File: config.mk
export PLATFORM = sky130hd
export DESIGN_NAME = spi_reg_front
export DESIGN_NICKNAME = d
export VERILOG_FILES = /design/src/rtl/spi_front_pkg.sv /design/src/rtl/spi_front_fifo.sv /design/src/rtl/spi_front_dp.sv /design/src/rtl/spi_front_ctrl.sv /design/src/rtl/spi_reg_front.sv
export SDC_FILE = /design/constraint.sdc
export NUM_CORES = 1
export LEC_CHECK = 0
export BUFFER_PORTS_ARGS = -buffer_cell sky130_fd_sc_hd__buf_4
export CAP_MARGIN = 20
export CELL_PAD_IN_SITES_DETAIL_PLACEMENT = 0
export CELL_PAD_IN_SITES_GLOBAL_PLACEMENT = 1
export CORE_AREA = 5 5 178 180
export CTS_CLUSTER_SIZE = 16
export DETAILED_ROUTE_END_ITERATION = 8
export DIE_AREA = 0 0 183 185
export PLACE_DENSITY = 0.82
export SYNTH_ARGS = -nofsm -noshare
export SYNTH_HDL_FRONTEND = slang
export SYNTH_SLANG_ARGS = --single-unit
File: constraint.sdc
create_clock -name clk -period 6.3 [get_ports clk]
set_input_delay 1.26 -clock clk [delete_from_list [all_inputs] [get_ports clk]]
set_output_delay 1.26 -clock clk [all_outputs]
set_load 0.05 [all_outputs]
File: src/rtl/spi_front_pkg.sv
package spi_front_pkg;

  // Strobes passed from the register control to the FIFO datapath
  typedef struct packed {
    logic enable;
    logic flush;
    logic txPush;
    logic rxPop;
  } dpStrobe_t;

  // Word addresses of the register map
  localparam logic [4:0] A_CTRL0  = 5'd0;
  localparam logic [4:0] A_CTRL1  = 5'd1;
  localparam logic [4:0] A_ENABLE = 5'd2;
  localparam logic [4:0] A_SLVSEL = 5'd4;
  localparam logic [4:0] A_BAUD   = 5'd5;
  localparam logic [4:0] A_TXTHR  = 5'd6;
  localparam logic [4:0] A_RXTHR  = 5'd7;
  localparam logic [4:0] A_TXLVL  = 5'd8;
  localparam logic [4:0] A_RXLVL  = 5'd9;
  localparam logic [4:0] A_STATUS = 5'd10;
  localparam logic [4:0] A_IMASK  = 5'd11;
  localparam logic [4:0] A_DATA   = 5'd24;

endpackage

File: src/rtl/spi_front_fifo.sv
module spi_front_fifo #(
  parameter int W     = 16,
  parameter int DEPTH = 8
) (
  input  logic                             clk,
  input  logic                             rstN,
  input  logic                             flush,
  input  logic                             push,
  input  logic [W-1:0]                     pushData,
  input  logic                             pop,
  output logic [W-1:0]                     headData,
  output logic [$clog2(DEPTH+1)-1:0]       level,
  output logic                             full,
  output logic                             empty
);
  localparam int PTR_W = (DEPTH > 1) ? $clog2(DEPTH) : 1;
  localparam int CNT_W = $clog2(DEPTH + 1);

  logic [W-1:0]     mem [DEPTH];
  logic [PTR_W-1:0] wrPtr, rdPtr;
  logic [CNT_W-1:0] count;
  logic             doPush, doPop;

  assign full   = (count == CNT_W'(DEPTH));
  assign empty  = (count == '0);
  assign doPush = push && !full;
  assign doPop  = pop && !empty;

  function automatic logic [PTR_W-1:0] nextPtr(input logic [PTR_W-1:0] p);
    return (p == PTR_W'(DEPTH - 1)) ? '0 : p + PTR_W'(1);
  endfunction

  always_ff @(posedge clk) begin
    if (!rstN || flush) begin
      wrPtr <= '0;
      rdPtr <= '0;
      count <= '0;
    end else begin
      if (doPush) wrPtr <= nextPtr(wrPtr);
      if (doPop)  rdPtr <= nextPtr(rdPtr);
      if (doPush && !doPop)      count <= count + CNT_W'(1);
      else if (doPop && !doPush) count <= count - CNT_W'(1);
    end
  end

  always_ff @(posedge clk) begin
    if (doPush && !flush) mem[wrPtr] <= pushData;
  end

  assign headData = mem[rdPtr];
  assign level    = count;
endmodule

File: src/rtl/spi_front_dp.sv
module spi_front_dp
  import spi_front_pkg::*;
#(
  parameter int DATA_W = 16,
  parameter int DEPTH  = 8
) (
  input  logic                       clk,
  input  logic                       rstN,
  input  dpStrobe_t                  strobe,
  input  logic [DATA_W-1:0]          pushData,
  output logic                       txValid,
  input  logic                       txReady,
  output logic [DATA_W-1:0]          txData,
  input  logic                       rxValid,
  output logic                       rxReady,
  input  logic [DATA_W-1:0]          rxData,
  output logic [DATA_W-1:0]          rxHead,
  output logic [$clog2(DEPTH+1)-1:0] txLevel,
  output logic [$clog2(DEPTH+1)-1:0] rxLevel,
  output logic                       txFull,
  output logic                       txEmpty,
  output logic                       rxFull,
  output logic                       rxEmpty
);
  logic txPop, rxPush;

  assign txValid = strobe.enable && !txEmpty;
  assign txPop   = txValid && txReady;
  assign rxReady = strobe.enable && !rxFull;
  assign rxPush  = rxValid && rxReady;

  spi_front_fifo #(.W(DATA_W), .DEPTH(DEPTH)) i_txFifo (
    .clk(clk), .rstN(rstN), .flush(strobe.flush),
    .push(strobe.txPush), .pushData(pushData),
    .pop(txPop), .headData(txData),
    .level(txLevel), .full(txFull), .empty(txEmpty)
  );

  spi_front_fifo #(.W(DATA_W), .DEPTH(DEPTH)) i_rxFifo (
    .clk(clk), .rstN(rstN), .flush(strobe.flush),
    .push(rxPush), .pushData(rxData),
    .pop(strobe.rxPop), .headData(rxHead),
    .level(rxLevel), .full(rxFull), .empty(rxEmpty)
  );
endmodule

File: src/rtl/spi_front_ctrl.sv
module spi_front_ctrl
  import spi_front_pkg::*;
#(
  parameter int DATA_W = 16,
  parameter int DEPTH  = 8,
  parameter int SS_W   = 4
) (
  input  logic                       clk,
  input  logic                       rstN,
  input  logic [4:0]                 busAddr,
  input  logic                       busWrEn,
  input  logic [31:0]                busWrData,
  input  logic                       busRdEn,
  output logic [31:0]                busRdData,
  input  logic                       engineBusy,
  input  logic [DATA_W-1:0]          rxHead,
  input  logic [$clog2(DEPTH+1)-1:0] txLevel,
  input  logic [$clog2(DEPTH+1)-1:0] rxLevel,
  input  logic                       txFull,
  input  logic                       txEmpty,
  input  logic                       rxFull,
  input  logic                       rxEmpty,
  output dpStrobe_t                  strobe,
  output logic [6:0]                 statusWord,
  output logic                       cfgEnable,
  output logic [15:0]                cfgCtrl0,
  output logic [15:0]                cfgCtrl1,
  output logic [SS_W-1:0]            cfgSlaveSel,
  output logic [15:0]                cfgBaud,
  output logic [7:0]                 irqMask
);
  localparam int LVL_W = $clog2(DEPTH + 1);

  logic             enableReg;
  logic [LVL_W-1:0] txThr, rxThr;
  logic             cfgOpen, thrOk;

  function automatic logic hit(input logic [4:0] a);
    return busWrEn && (busAddr == a);
  endfunction

  assign cfgOpen = !enableReg;
  assign thrOk   = (busWrData < 32'(DEPTH));

  always_ff @(posedge clk) begin
    if (!rstN) begin
      enableReg   <= 1'b0;
      cfgCtrl0    <= '0;
      cfgCtrl1    <= '0;
      cfgSlaveSel <= '0;
      cfgBaud     <= '0;
      txThr       <= '0;
      rxThr       <= '0;
      irqMask     <= 8'hFF;
    end else begin
      if (hit(A_ENABLE)) enableReg <= busWrData[0];
      if (cfgOpen && hit(A_CTRL0))  cfgCtrl0    <= busWrData[15:0];
      if (cfgOpen && hit(A_CTRL1))  cfgCtrl1    <= busWrData[15:0];
      if (cfgOpen && hit(A_SLVSEL)) cfgSlaveSel <= busWrData[SS_W-1:0];
      if (cfgOpen && hit(A_BAUD))   cfgBaud     <= busWrData[15:0];
      if (thrOk && hit(A_TXTHR))    txThr       <= busWrData[LVL_W-1:0];
      if (thrOk && hit(A_RXTHR))    rxThr       <= busWrData[LVL_W-1:0];
      if (hit(A_IMASK))             irqMask     <= busWrData[7:0];
    end
  end

  always_comb begin
    strobe.enable = enableReg;
    strobe.flush  = hit(A_ENABLE) && !busWrData[0];
    strobe.txPush = hit(A_DATA) && enableReg && !txFull;
    strobe.rxPop  = busRdEn && (busAddr == A_DATA) && !rxEmpty;
  end

  assign statusWord = {1'b0, 1'b0, rxFull, !rxEmpty, txEmpty, !txFull,
                       engineBusy || (enableReg && !txEmpty)};
  assign cfgEnable  = enableReg;

  always_comb begin
    case (busAddr)
      A_CTRL0:  busRdData = 32'(cfgCtrl0);
      A_CTRL1:  busRdData = 32'(cfgCtrl1);
      A_ENABLE: busRdData = 32'(enableReg);
      A_SLVSEL: busRdData = 32'(cfgSlaveSel);
      A_BAUD:   busRdData = 32'(cfgBaud);
      A_TXTHR:  busRdData = 32'(txThr);
      A_RXTHR:  busRdData = 32'(rxThr);
      A_TXLVL:  busRdData = 32'(txLevel);
      A_RXLVL:  busRdData = 32'(rxLevel);
      A_STATUS: busRdData = 32'(statusWord);
      A_IMASK:  busRdData = 32'(irqMask);
      A_DATA:   busRdData = rxEmpty ? 32'd0 : 32'(rxHead);
      default:  busRdData = 32'd0;
    endcase
  end
endmodule

File: src/rtl/spi_reg_front.sv
module spi_reg_front
  import spi_front_pkg::*;
#(
  parameter int DATA_W = 16,
  parameter int DEPTH  = 8,
  parameter int SS_W   = 4
) (
  input  logic              clk,
  input  logic              rstN,
  input  logic [4:0]        busAddr,
  input  logic              busWrEn,
  input  logic [31:0]       busWrData,
  input  logic              busRdEn,
  output logic [31:0]       busRdData,
  output logic              txValid,
  input  logic              txReady,
  output logic [DATA_W-1:0] txData,
  input  logic              rxValid,
  output logic              rxReady,
  input  logic [DATA_W-1:0] rxData,
  input  logic              engineBusy,
  output logic              cfgEnable,
  output logic [15:0]       cfgCtrl0,
  output logic [15:0]       cfgCtrl1,
  output logic [SS_W-1:0]   cfgSlaveSel,
  output logic [15:0]       cfgBaud,
  output logic [7:0]        irqMask
);
  localparam int LVL_W = $clog2(DEPTH + 1);

  dpStrobe_t         strobe;
  logic [DATA_W-1:0] rxHead;
  logic [LVL_W-1:0]  txLevel, rxLevel;
  logic              txFull, txEmpty, rxFull, rxEmpty;
  logic [6:0]        statusWord;

  spi_front_ctrl #(.DATA_W(DATA_W), .DEPTH(DEPTH), .SS_W(SS_W)) i_ctrl (
    .clk(clk), .rstN(rstN),
    .busAddr(busAddr), .busWrEn(busWrEn), .busWrData(busWrData),
    .busRdEn(busRdEn), .busRdData(busRdData),
    .engineBusy(engineBusy), .rxHead(rxHead),
    .txLevel(txLevel), .rxLevel(rxLevel),
    .txFull(txFull), .txEmpty(txEmpty), .rxFull(rxFull), .rxEmpty(rxEmpty),
    .strobe(strobe), .statusWord(statusWord),
    .cfgEnable(cfgEnable), .cfgCtrl0(cfgCtrl0), .cfgCtrl1(cfgCtrl1),
    .cfgSlaveSel(cfgSlaveSel), .cfgBaud(cfgBaud), .irqMask(irqMask)
  );

  spi_front_dp #(.DATA_W(DATA_W), .DEPTH(DEPTH)) i_dp (
    .clk(clk), .rstN(rstN), .strobe(strobe),
    .pushData(busWrData[DATA_W-1:0]),
    .txValid(txValid), .txReady(txReady), .txData(txData),
    .rxValid(rxValid), .rxReady(rxReady), .rxData(rxData),
    .rxHead(rxHead), .txLevel(txLevel), .rxLevel(rxLevel),
    .txFull(txFull), .txEmpty(txEmpty), .rxFull(rxFull), .rxEmpty(rxEmpty)
  );
endmodule

## After elaboration in Yosys (flattened, before gate mapping)

Memory sizes are Yosys's and may differ from the RTL's. A register that Yosys moved wholly into a read port is not among the register bits.
Cells that the tools add are included.

- Equality and inequality tests: 17
- Divide/modulo/power cells: 0
- Order comparisons: 1
- Shifts and indexed selects: 0
- $add $sub $neg: 8
- Multiply operators: 0
- Bitwise operators: 0
- Mux-type cells: 18
- Reduce and logical (&&, ||, !) cells: 53

Operators with widths:

| operator | count |
|---|---|
| $pmux W32 S12 | 1 |
| $logic_and A1 B1 Y1 | 34 |
| $lt A32 B4 Y1 const B | 1 |
| $mux W3 | 8 |
| $eq A5 B3 Y1 const B | 4 |
| $eq A5 B4 Y1 const B | 4 |
| $mux W16 | 1 |
| $mux W4 | 4 |
| $add A3 B1 Y3 const B | 4 |
| $eq A3 B3 Y1 const B | 4 |
| $logic_not A1 Y1 | 12 |
| $add A4 B1 Y4 const B | 2 |
| $eq A4 B4 Y1 const B | 2 |
| $logic_not A4 Y1 | 2 |
| $sub A4 B1 Y4 const B | 2 |
| $eq A5 B1 Y1 const B | 1 |
| $eq A5 B2 Y1 const B | 1 |
| $eq A5 B5 Y1 const B | 1 |
| $logic_not A5 Y1 | 1 |
| $mux W1 | 4 |
| $reduce_bool A2 Y1 | 2 |
| $logic_or A1 B1 Y1 | 2 |

- Register bits after elaboration: 89
- Bits in writable memories: 256
- Input bits: 60
- Memories: 2
- Bits in read-only memories: 0
- Bits in latches: 0
- Word-level logic and storage cells: 113

Memories:

| memory | depth | bits a word | rd ports | clocked after memory_dff | write ports | line | RTL |
|---|---|---|---|---|---|---|---|
| i_dp.i_rxFifo.mem | 8 | 16 | 1 | 1 | 1 | spi_front_fifo.sv:19 | `logic [W-1:0] mem [DEPTH];` |
| i_dp.i_txFifo.mem | 8 | 16 | 1 | 1 | 1 | spi_front_fifo.sv:19 |  |

## Longest topological paths before layout

Gate-level depths: netlist of the first run.

- Word-level depth: 9
- Gate-level depth with buffers: 11
- Gate-level depth less buffers: 10

## Modules after synthesis

Synthesis of the first run repeated with hierarchy kept, for this count alone.

- Cell total of the unflattened synthesis: 960
- Area, all modules: 14870.5 µm²

Modules (own cells, without submodules):

| module | area each (µm²) | instances | cells an instance |
|---|---|---|---|
| spi_front_fifo | 5619.1 | 2 | 260 |
| spi_front_ctrl | 3597.2 | 1 | 436 |
| spi_front_dp | 35.0 | 1 | 4 |

## Least setup slack after synthesis of the first run

OpenSTA, ideal clock, no wires.

- Path kind: input -> output
- From: input busAddr[1]
- To: output busRdData[10]
- Cell stages on the path: 5
- Arrival time: 3.185 ns
- Slack: 1.855 ns
- Cells stage by stage: clkbuf_1 > nor3b_1 > nand3_1 > clkbuf_1 > o21ai_0

- Word-level cells in the longest chain between the ends: 2

RTL lines:

| item | line | RTL |
|---|---|---|
| from (decl) | spi_reg_front.sv:10 | `input logic [4:0] busAddr,` |
| $eq A5 B5 Y1 (tied with other cells) | spi_front_ctrl.sv:79 | `case (busAddr)` |
| $pmux W32 S12 (*) | spi_front_ctrl.sv:79 |  |
| to (decl) | spi_reg_front.sv:14 | `output logic [31:0] busRdData,` |

Mark *: on every way between the ends. The rest lies on a longest branch, timed or not.

## Worst setup path in the final report of the first run

- From: input busAddr[3]
- To: output busRdData[6]

The elaborated chain is that of the path after synthesis.

==> impl_metrics.py, run 1 <==
metrics = {
    "grt": {
        "met1_usage_pct": 28.35,
        "gr-usage-met3_pct": 4.576,
        "grt-busiest-layer": "met2",
        "groute.layer.met2.usage_pct": 34.13,
        "track_usage_pct": 20.64,
        "largest_net_degree_at_the_start_of_global_routing": 74,
        "global_route_total_overflow": 0,
        "grt_pass1_wl_mm": 53.51,
        "via_count_of_the_first_global_routing_pass": 8643,
        "grt_antenna_before_repair": 0,
    },
    "floorplan": {
        "core_region_area_um2": 30030,
        "start_util_pct": 48.21,
        "boundary_pins": 171,
        "floorplan.die.height_um": 185,
        "placementRows": 64,
        "floorplan.die_area_um2": 33860,
        "die_width_um": 183,
    },
    "worst_setup_path": {
        "setup.worst_path.start_class": "input port",
        "worst-path-max-fanout": 17,
        "timing.critical_path.slowest_stage_cell": "sky130_fd_sc_hd__nand3_1",
        "critical_path_arrival_ps": 3730,
        "critPathCaptureType": "primary output",
        "critical-path-top-delay-family": "simple AND/OR/NAND/NOR gates",
        "max_stage_delay_ps": 720,
        "timing.setup.critical_path_class": "in2out",
        "worst_ep_required_time_ps": 5040,
        "worst-path-buf-inv": 2,
        "crit_path_cell_trace": "buf_4, nor2b_1, nand3_1, or2_2, nand3_1, buf_4",
    },
    "pwr": {
        "worst_ir_drop_vdd_uv": 239.6,
        "power_density_over_cell_area_nw_per_um2": 279.9,
        "fin_total_pwr_mw": 4.814,
        "leakage_nw": 5.922,
    },
    "timing": {
        "setup_tns_ps": 0,
        "post-route-period-util_pct": 79.19,
        "worst_hold_slack_ps": 430.2,
        "worst_slack_ps": 1311,
        "maxSlewHeadroom_pct": 24.38,
        "grt_setup_unrepaired": "no",
        "slew_viol_final": 0,
        "report.final.setup_viol": 0,
        "period_needed_ps": 4989,
        "worst_pin_slew_ps": 1133,
        "final.setup_skew_ps": 22.55,
        "hold_violations": 0,
        "fmaxAchievable_ghz": 0.2004,
    },
    "clocking": {
        "cts_buffer_depth": 3,
        "htreeDepth": 2,
        "clock_latency_ps": 530,
        "ctsRootBufferMaster": "sky130_fd_sc_hd__clkbuf_16",
        "tritoncts": "done",
        "clk_transition_reported_paths_ps": 60,
        "cts_setup_buffers": 0,
        "post_cts_hold_buffer_count": 0,
        "cts_buffers": 37,
        "numClockSinks": 351,
        "post_cts.resized_instances": 0,
    },
    "cells_and_area": {
        "final_cell_mix": "sky130_fd_sc_hd__edfxtp_1, sky130_fd_sc_hd__buf_4, sky130_fd_sc_hd__nand2_1",
        "post-route-util_pct": 57.27,
        "final.fill_count": 2367,
        "multiInputGateArea_um2": 4668,
        "nets": 1176,
        "seqCellArea_um2": 9594,
        "diodes": 0,
        "drive_gt1_share_pct": 28.95,
        "mostFrequentLayoutCell": "sky130_fd_sc_hd__edfxtp_1",
        "synthToLayoutAreaGrowth_pct": 18.78,
    },
    "yosys": {
        "synthesis.area_per_instance_um2": 15.16,
        "synth_area_um2": 14480,
        "seq_total_area_yosys_pct": 66.23,
        "synth-edff-count": 256,
        "syn-instance-count": 955,
        "yosys_most_used_dff": "sky130_fd_sc_hd__edfxtp_1",
        "ys.warnings.count": 0,
        "ys_ff_latch": 351,
        "synth_async_sr_flop_share_pct": 0,
        "yosys_cell_types": 62,
    },
    "route": {
        "detail_route.drc_violations": 0,
        "final_antenna_net_count": 0,
        "drtPass1Iterations": 5,
        "route.vias.total": 8674,
        "detail_route.iter0.violations": 784,
        "viasPerCell": 5.699,
        "detail_routed_net_length_per_standard_cell_um": 23.29,
        "drt_wl_total_mm": 35.44,
    },
    "placed_design": {
        "placement.setup.worst_slack_ps": 1298,
        "detailedPlacementHpwl_mm": 23.29,
        "place.port_buffers": 154,
        "routabilityCongestion": 0.8842,
    },
    "job": {
        "maxCapViolations": 0,
    },
    "status": {
        "run_status": "finished, final reports clean",
    },
    "hold_path": {
        "holdCritPathClass": "reg2reg",
    },
}
==> metal layers <==
layer / routed length, um / up-vias
met5: 0 / -
met4: 683 / 0
met3: 2453 / 43
met2: 17410 / 314
met1: 14900 / 4375
li1: - / 3942
==> registers in the layout (all words and copies together), names as in the netlist, 8 cells and up, named ones only <==
| register | flops |
|---|---|
| i_dp.i_rxFifo.mem | 128 |
| i_dp.i_txFifo.mem | 128 |
| i_ctrl.cfgBaud | 16 |
| i_ctrl.cfgCtrl0 | 16 |
| i_ctrl.cfgCtrl1 | 16 |
| i_ctrl.irqMask | 8 |
==> where the power goes <==
part	switching, mW	internal [mW]	total (mW)
sequential	0.00476	2.48	2.48
combinational	0.113	0.0481	0.161
clock	0.863	1.31	2.17
==> tightest hold or removal path, stage by stage, from the launching register on <==
cell and delay (ps):
sky130_fd_sc_hd__dfxtp_1 310, sky130_fd_sc_hd__nand2_1 50, sky130_fd_sc_hd__nor2_1 30
==> Yosys cell counts (all sizes together) (4+ instances only) <==
library cell / n / share of area (%)
edfxtp: 256 / 53
nand2: 98 / 2.5
dfxtp: 95 / 13
mux4: 64 / 10
mux2i: 53 / 3.7
nor2: 50 / 1.3
buf: 35 / 1.5
a21boi: 34 / 1.8
clkbuf: 34 / 0.88
nand3: 25 / 0.86
nor2b: 22 / 0.95
a21oi: 18 / 0.65
mux2: 18 / 1.4
ha: 14 / 1.2
o21ai: 14 / 0.48
nor4: 10 / 0.48
a222oi: 9 / 0.62
and3: 8 / 0.35
nor3: 8 / 0.28
nand2b: 7 / 0.30
a22oi: 6 / 0.31
inv: 5 / 0.13
nand3b: 5 / 0.26
or3b: 5 / 0.30
nand4: 4 / 0.17
nand4b: 4 / 0.24
nor3b: 4 / 0.21
or2: 4 / 0.17
or3: 4 / 0.17
or4b: 4 / 0.30
==> cell type report <==
cell class                      count  area share, %
Tap cell                          396          2.881
Timing Repair Buffer              160          7.065
Clock inverter                     16          1.055
Multi-Input combinational cell    545          27.15
Clock buffer                       49          5.952
Inverter                            5         0.1091
Sequential cell                   351          55.79
==> final timing paths <==
check	from	cells after the start	slack, ps	end
worst max-delay path	busAddr[3]	6	1310	busRdData[6]
worst min-delay path	i_ctrl.rxThr[3]$_SDFFE_PN0P_	2	430	i_ctrl.rxThr[3]$_SDFFE_PN0P_
worst max register to register	i_dp.i_txFifo.level[0]$_SDFFE_PP0P_	10	3350	i_dp.i_txFifo.level[3]$_SDFFE_PP0P_
worst min register to register	i_ctrl.rxThr[3]$_SDFFE_PN0P_	2	430	i_ctrl.rxThr[3]$_SDFFE_PN0P_
==> metrics by stage <==
step | instances | instance area [um2]
global route | 1522 | 17200
floorplan | 970 | 14530
detailed placement | 1456 | 15980
CTS | 1521 | 17190
finish | 1522 | 17200
global placement | 1454 | 15960
==> kinds of logic (layout without fill, tap and decap cells) <==
| group | Yosys count | count (layout) | share of synthesized area (%) |
|---|---|---|---|
| fa+ha+maj | 16 | 16 | 1.486 |
| simple gates | 272 | 272 | 9.472 |
| compound gates | 102 | 102 | 5.021 |
| buf+inv | 74 | 230 | 2.498 |
| flops | 351 | 351 | 66.23 |
| xor+xnor | 4 | 4 | 0.2420 |
| other cells | 1 | 16 | 0.02590 |
| mux | 135 | 135 | 15.02 |
Power figures use the tool's default switching activity.
==> run 2: changes to the inputs <==
Settings changed: CORE_AREA 5 5 178 180 to 5 5 188 190, DIE_AREA 0 0 183 185 to 0 0 193 195, PLACE_DENSITY 0.82 to 0.77.
Clock period 6.3 ns to 4.5 ns, I/O delays scaled along.
==> run 2 against run 1 <==
Setup slack lost 600 ps. Sequential share of layout area decreased by 0.40 points. Clock skew is 11 ps lower. Worst hold slack improved by 10 ps. Clock power increased by 35%. Global-route usage decreased by 2.2 points.
==> impl_metrics.py, run 2 (same netlist as run 1, synthesis figures left out) <==
metrics = {
    "cells_and_area": {
        "layout_top_registers": "i_dp.i_rxFifo.mem: 128 flops, i_dp.i_txFifo.mem: 128 flops",
        "drive_gt1_share_pct": 29.21,
        "mostFrequentLayoutCell": "sky130_fd_sc_hd__edfxtp_1",
        "synthToLayoutAreaGrowth_pct": 19.63,
        "diodes": 0,
        "final_cell_mix": "sky130_fd_sc_hd__edfxtp_1, sky130_fd_sc_hd__buf_4, sky130_fd_sc_hd__nand2_1",
        "nets": 1197,
    },
    "pwr": {
        "leakage_nw": 6.027,
        "worst_ir_drop_vdd_uv": 236.4,
        "power_density_over_cell_area_nw_per_um2": 382.2,
    },
    "timing": {
        "slew_viol_final": 0,
        "report.final.setup_viol": 0,
        "final.setup_skew_ps": 11.88,
        "maxSlewHeadroom_pct": 29.16,
        "grt_setup_unrepaired": "no",
        "setup_tns_ps": 0,
        "post-route-period-util_pct": 84.30,
        "period_needed_ps": 3793,
        "worst_slack_ps": 706.7,
        "worst_pin_slew_ps": 1053,
        "hold_violations": 0,
        "fmaxAchievable_ghz": 0.2636,
    },
    "placed_design": {
        "place.port_buffers": 154,
        "detailedPlacementHpwl_mm": 23.52,
        "routabilityCongestion": 0.8379,
        "placement.setup.worst_slack_ps": 628.6,
    },
    "worst_setup_path": {
        "timing.setup.critical_path_class": "reg2out",
        "r2r_end": "i_dp.i_rxFifo.level[3]$_SDFFE_PP0P_",
        "reg2reg_setup_slack_ps": 1500,
        "critPathCaptureType": "primary output",
        "worst-path-max-fanout": 16,
        "critical_path.startpoint": "i_dp.i_rxFifo.level[0]$_SDFFE_PP0P_",
        "worst_ep_required_time_ps": 3600,
        "reg2regPathDepth": 9,
        "setup.worst_path.start_class": "flop",
        "max_stage_delay_ps": 570,
        "r2r-start": "i_dp.i_rxFifo.level[0]$_SDFFE_PP0P_",
        "timing.critical_path.slowest_stage_cell": "sky130_fd_sc_hd__or4_1",
        "critical_path_arrival_ps": 2890,
        "crit_path_cell_trace": "or4_1, nand3_1, nor2_1, or4b_1, buf_4",
    },
    "clocking": {
        "cts_buffers": 37,
        "post_cts_hold_buffer_count": 0,
        "ctsRootBufferMaster": "sky130_fd_sc_hd__clkbuf_16",
        "clock_latency_ps": 510,
        "cts_setup_buffers": 0,
        "cts_buffer_depth": 3,
        "numClockSinks": 351,
        "htreeDepth": 2,
        "post_cts.resized_instances": 0,
        "tritoncts": "done",
        "clk_transition_reported_paths_ps": 60,
    },
    "route": {
        "detail_route.iter0.violations": 776,
        "detail_route.drc_violations": 0,
        "viasPerCell": 5.457,
        "route.vias.total": 8704,
        "detail_routed_net_length_per_standard_cell_um": 22.09,
        "drt_wl_total_mm": 35.24,
        "final_antenna_net_count": 0,
        "drtPass1Iterations": 7,
    },
    "floorplan": {
        "core_region_area_um2": 33280,
        "placementRows": 67,
        "start_util_pct": 43.50,
        "boundary_pins": 171,
        "floorplan.die.height_um": 195,
        "die_width_um": 193,
        "floorplan.die_area_um2": 37640,
    },
    "job": {
        "maxCapViolations": 0,
    },
    "grt": {
        "grt_antenna_before_repair": 0,
        "global_route_total_overflow": 0,
        "via_count_of_the_first_global_routing_pass": 8726,
        "largest_net_degree_at_the_start_of_global_routing": 74,
        "track_usage_pct": 18.47,
        "grt_pass1_wl_mm": 53.52,
    },
    "hold_path": {
        "min_from": "i_ctrl.txThr[3]$_SDFFE_PN0P_",
        "holdCritPathClass": "reg2reg",
        "hold_path_depth": 2,
        "hold_critical_path_endpoint": "i_ctrl.txThr[3]$_SDFFE_PN0P_",
    },
    "status": {
        "run_status": "finished, final reports clean",
    },
}
run 2: cell count changes in the layout (fill, tap and decap cells not counted), moves of 2 or more:
cell / before / now
sky130_fd_sc_hd__nor3_2: 1 / 3
sky130_fd_sc_hd__nor2_2: 12 / 0
sky130_fd_sc_hd__nor3_4: 4 / 2
sky130_fd_sc_hd__nor2_1: 38 / 50
sky130_fd_sc_hd__clkinv_2: 3 / 7
sky130_fd_sc_hd__buf_4: 157 / 181
run 2: worst max path at each step:
stage / endpoint / cells past startpoint / slack [ps]
floorplan: i_dp.i_txFifo.mem[0][0]$_DFFE_PP_ / 6 / 690
global placement: i_dp.i_txFifo.level[3]$_SDFFE_PP0P_ / 11 / 680
detailed placement: i_dp.i_txFifo.level[3]$_SDFFE_PP0P_ / 11 / 630
CTS: busRdData[0] / 5 / 690
global route: busRdData[4] / 6 / 590
finish: busRdData[0] / 5 / 710
run 2: layout make-up:
type,count,area (um2)
Clock inverter,18,167.7
Sequential cell,351,9593
Inverter,5,18.77
Tap cell,448,560.5
Fill cell,2751,15960
Multi-Input combinational cell,545,4626
Clock buffer,47,994.7
Timing Repair Buffer,181,1359
run 2: report_power, final:
group | total (mW) | internal, mW | switching, mW
clock network | 2.92 | 1.73 | 1.18
registers | 3.47 | 3.47 | 0.00592
logic | 0.228 | 0.0686 | 0.159
total | 6.62 | 5.27 | 1.35
run 2: per-layer routing:
layer,track usage [%],up-vias,routed length (um)
li1,-,3984,-
met1,25.66,4363,14900
met2,30.17,299,17060
met3,3.464,58,2371
met4,4.852,0,912
met5,0,-,0
run 2: through the flow:
stage	instances	util [%]	hold WS (ps)	area [um2]	power (mW)
after CTS	1595	52.04	442.1	17320	6.687
after global routing	1595	52.04	464.2	17320	6.835
after floorplan	970	-	409.0	14530	3.666
final	1595	52.04	440.3	17320	6.620
after global placement	1530	48.55	428.6	16160	3.766
after detailed placement	1530	48.55	430.9	16160	3.771
run 2: worst max-delay path, delay by kind of cell, from the launching register on:
| kind | cells | cell delay [ps] |
|---|---|---|
| buf+inv | 1 | 210 |
| simple gates | 4 | 1790 |
| flops | 1 | 390 |
==> run 3: changes to the inputs <==
Settings changed: ABC_AREA from default to 1, CORE_AREA 5 5 188 190 to 5 5 196 198, DIE_AREA 0 0 193 195 to 0 0 201 203.
Clock period 4.5 ns to 3.1 ns, I/O delays scaled along.
==> run 3 against run 2 <==
Routed wire length increased by 12%. Global-route usage increased by 0.14 points. Critical path depth increased by 1. Die area increased by 8.4%. Clock skew increased by 2.4 ps. Worst hold slack lost 99 ps. Sequential share of layout area fell by 1.1 points. Sequential cell count unchanged. Final area increased by 2.0%. Sequential power grew 46%. Critical path type unchanged.
==> impl_metrics.py, run 3 <==
metrics = {
    "yosys": {
        "synthMostInstantiatedCell": "sky130_fd_sc_hd__nor2_1",
        "synth_top_cell_area_share_pct": 52.32,
        "seq_total_area_yosys_pct": 65.26,
        "synthesis.area_per_instance_um2": 10.14,
        "synth_simple_gate_area_share_pct": 15.98,
        "synth-xor-area-share_pct": 0.2384,
        "synth_compound_area_share_pct": 11.72,
        "post_synth_fa_ha_maj_area_fraction_pct": 1.465,
        "ys.warnings.count": 0,
        "synth-edff-count": 256,
        "post_synth_most_frequent_cells": "sky130_fd_sc_hd__nor2_1, sky130_fd_sc_hd__edfxtp_1, sky130_fd_sc_hd__nand2_1, sky130_fd_sc_hd__o21ai_0, sky130_fd_sc_hd__dfxtp_1",
        "post-synth-top-area-cell": "sky130_fd_sc_hd__edfxtp_1",
        "synth_async_sr_flop_share_pct": 0,
        "yosys_cell_types": 35,
        "syn-instance-count": 1449,
        "ys_ff_latch": 351,
        "yosys_most_used_dff": "sky130_fd_sc_hd__edfxtp_1",
        "synth_area_um2": 14690,
        "yosys-mux-area-fraction_pct": 0,
        "largest_family_of_logic_cells_by_synthesized_area": "simple AND/OR/NAND/NOR gates",
        "ys_top_cells_by_area": "sky130_fd_sc_hd__edfxtp_1, sky130_fd_sc_hd__dfxtp_1, sky130_fd_sc_hd__nor2_1",
    },
    "cells_and_area": {
        "layout_top_registers": "i_dp.i_rxFifo.mem: 128 flops, i_dp.i_txFifo.mem: 128 flops",
        "nets": 1686,
        "post-route-util_pct": 48.59,
        "diodes": 0,
        "final_cell_mix": "sky130_fd_sc_hd__nor2_1, sky130_fd_sc_hd__edfxtp_1, sky130_fd_sc_hd__nand2_1",
        "fin_area_um2": 17660,
        "drive_gt1_share_pct": 16.47,
        "synthToLayoutAreaGrowth_pct": 20.20,
        "mostFrequentLayoutCell": "sky130_fd_sc_hd__nor2_1",
        "final.fill_count": 3365,
    },
    "floorplan": {
        "placementRows": 70,
        "floorplan.die.height_um": 203,
        "die_width_um": 201,
        "floorplan.die_area_um2": 40800,
        "core_region_area_um2": 36350,
        "boundary_pins": 171,
        "start_util_pct": 40.42,
    },
    "grt": {
        "grt_antenna_before_repair": 0,
        "largest_net_degree_at_the_start_of_global_routing": 67,
        "grt_pass1_wl_mm": 59.98,
        "global_route_total_overflow": 0,
        "via_count_of_the_first_global_routing_pass": 10331,
        "track_usage_pct": 18.61,
    },
    "placed_design": {
        "routabilityCongestion": 0.8402,
        "dpl_cell_area_um2": 16390,
        "detailedPlacementHpwl_mm": 26.44,
        "place.port_buffers": 154,
    },
    "worst_setup_path": {
        "worst_ep_required_time_ps": 2480,
        "reg2regPathDepth": 13,
        "critPathCaptureType": "primary output",
        "setup.worst_path.start_class": "flop",
        "reg2reg_setup_slack_ps": 680,
        "timing.setup.critical_path_class": "reg2out",
        "worst-path-max-fanout": 64,
        "critical_path_arrival_ps": 2240,
    },
    "pwr": {
        "power_share_of_the_combinational_group_pct": 3.5,
        "fin_total_pwr_mw": 9.921,
        "switching_share_pct": 20.43,
        "cellInternalPower_mw": 7.894,
        "p_sw_mw": 2.027,
        "worst_ir_drop_vdd_uv": 290.3,
        "share_of_total_power_in_the_clock_network_pct": 45.6,
        "pwr-share-seq_pct": 50.9,
        "leakage_nw": 6.770,
        "power_density_over_cell_area_nw_per_um2": 561.7,
    },
    "hold_path": {
        "holdCritPathClass": "in2reg",
        "hold_path_depth": 1,
    },
    "timing": {
        "grt_setup_unrepaired": "no",
        "slew_viol_final": 0,
        "fmaxAchievable_ghz": 0.3491,
        "period_needed_ps": 2865,
        "maxSlewHeadroom_pct": 51.63,
        "hold_violations": 0,
        "setup_tns_ps": 0,
        "post-route-period-util_pct": 92.41,
        "final.setup_skew_ps": 14.30,
        "report.final.setup_viol": 0,
        "worst_pin_slew_ps": 724.8,
    },
    "clocking": {
        "ctsRootBufferMaster": "sky130_fd_sc_hd__clkbuf_16",
        "cts_buffers": 38,
        "numClockSinks": 351,
        "cts_buffer_depth": 3,
        "clk_transition_reported_paths_ps": 60,
        "tritoncts": "done",
        "post_cts_hold_buffer_count": 0,
        "clock_latency_ps": 520,
        "htreeDepth": 2,
    },
    "route": {
        "drtPass1Iterations": 5,
        "detail_route.drc_violations": 0,
        "detail_route.iter0.violations": 818,
        "route.vias.total": 10860,
        "detail_routed_net_length_per_standard_cell_um": 18.73,
        "viasPerCell": 5.154,
        "drt_wl_total_mm": 39.46,
        "final_antenna_net_count": 0,
    },
    "status": {
        "run_status": "finished, final reports clean",
    },
    "job": {
        "maxCapViolations": 0,
    },
}
==> run 3: cell types whose count changed in the layout (fill, tap and decap cells not counted), sizes merged, moves of 34 or more <==
cell    previous run  this run
a21oi             18        60
a21boi            34         0
nor2              50       329
mux4              64         0
inv                5        94
nand2             98       189
o21ai             14       187
mux2i             53         0
==> run 3: final cells by class <==
type | instances | area, um2 | share of cell area (%)
sequential | 351 | 9593 | 54.32
multi-input combinational | 938 | 4400 | 24.92
timing repair buffer | 188 | 1465 | 8.296
clock buffer | 55 | 1119 | 6.334
tap | 468 | 585.6 | 3.316
inverter | 93 | 351.6 | 1.991
clock inverter | 14 | 146.4 | 0.8289
==> run 3: final timing paths <==
check | startpoint | end
worst max-delay path | flop | busRdData[6]
worst min-delay path | rxData[12] | i_dp.i_rxFifo.mem[6][12]$_DFFE_PP_
worst max register to register | i_dp.i_rxFifo.level[0]$_SDFFE_PP0P_ | i_dp.i_rxFifo.level[3]$_SDFFE_PP0P_
worst min register to register | i_ctrl.cfgSlaveSel[1]$_SDFFE_PN0P_ | i_ctrl.cfgSlaveSel[1]$_SDFFE_PN0P_
==> run 3: layer usage <==
layer	GRT usage (%)	routed length (um)
met1	24.57	16770
met2	32.16	19410
met3	2.795	2272
met4	5.236	1011
met5	0	0
==> run 3: power by group through the flow <==
stage                     registers (mW)  clock network, mW  logic (mW)
after floorplan                     5.18                  0       0.151
after global placement              5.15                  0       0.337
after detailed placement            5.15                  0       0.342
after CTS                           5.05               4.61       0.343
after global routing                5.05               4.79       0.371
final                               5.05               4.52       0.343
==> run 3: critical path: stages (launching register included) <==
cell and delay, ps:
sky130_fd_sc_hd__dfxtp_2 360, sky130_fd_sc_hd__buf_6 420, sky130_fd_sc_hd__o21ai_0 190, sky130_fd_sc_hd__o211ai_1 230
sky130_fd_sc_hd__nand3_1 110, sky130_fd_sc_hd__nand3_1 160, sky130_fd_sc_hd__buf_4 230
==> run 3: cells by family (layout without fill, tap and decap cells) <==
group           after synthesis  count (layout)
flops                       351             351
buf+inv                     175             350
simple gates                585             585
other cells                   1              16
xor+xnor                      4               4
compound gates              317             317
fa+ha+maj                    16              16
==> run 3: stage by stage <==
stage | setup WS, ps | cells | hold WS, ps
finish | 235.4 | 2107 | 341.4
global route | 65.06 | 2107 | 332.7
floorplan | 246.2 | 1464 | 458.1
detailed placement | 303.1 | 2038 | 472.9
global placement | 319.4 | 2038 | 463.4
CTS | 86.16 | 2107 | 323.1
==> run 3: repair_timing <==
item	4_1_cts	5_1_grt
endpoints found under the hold margin	0	0
gates resized for setup	0	4
endpoints found under the setup margin	0	7
buffers inserted	0	0
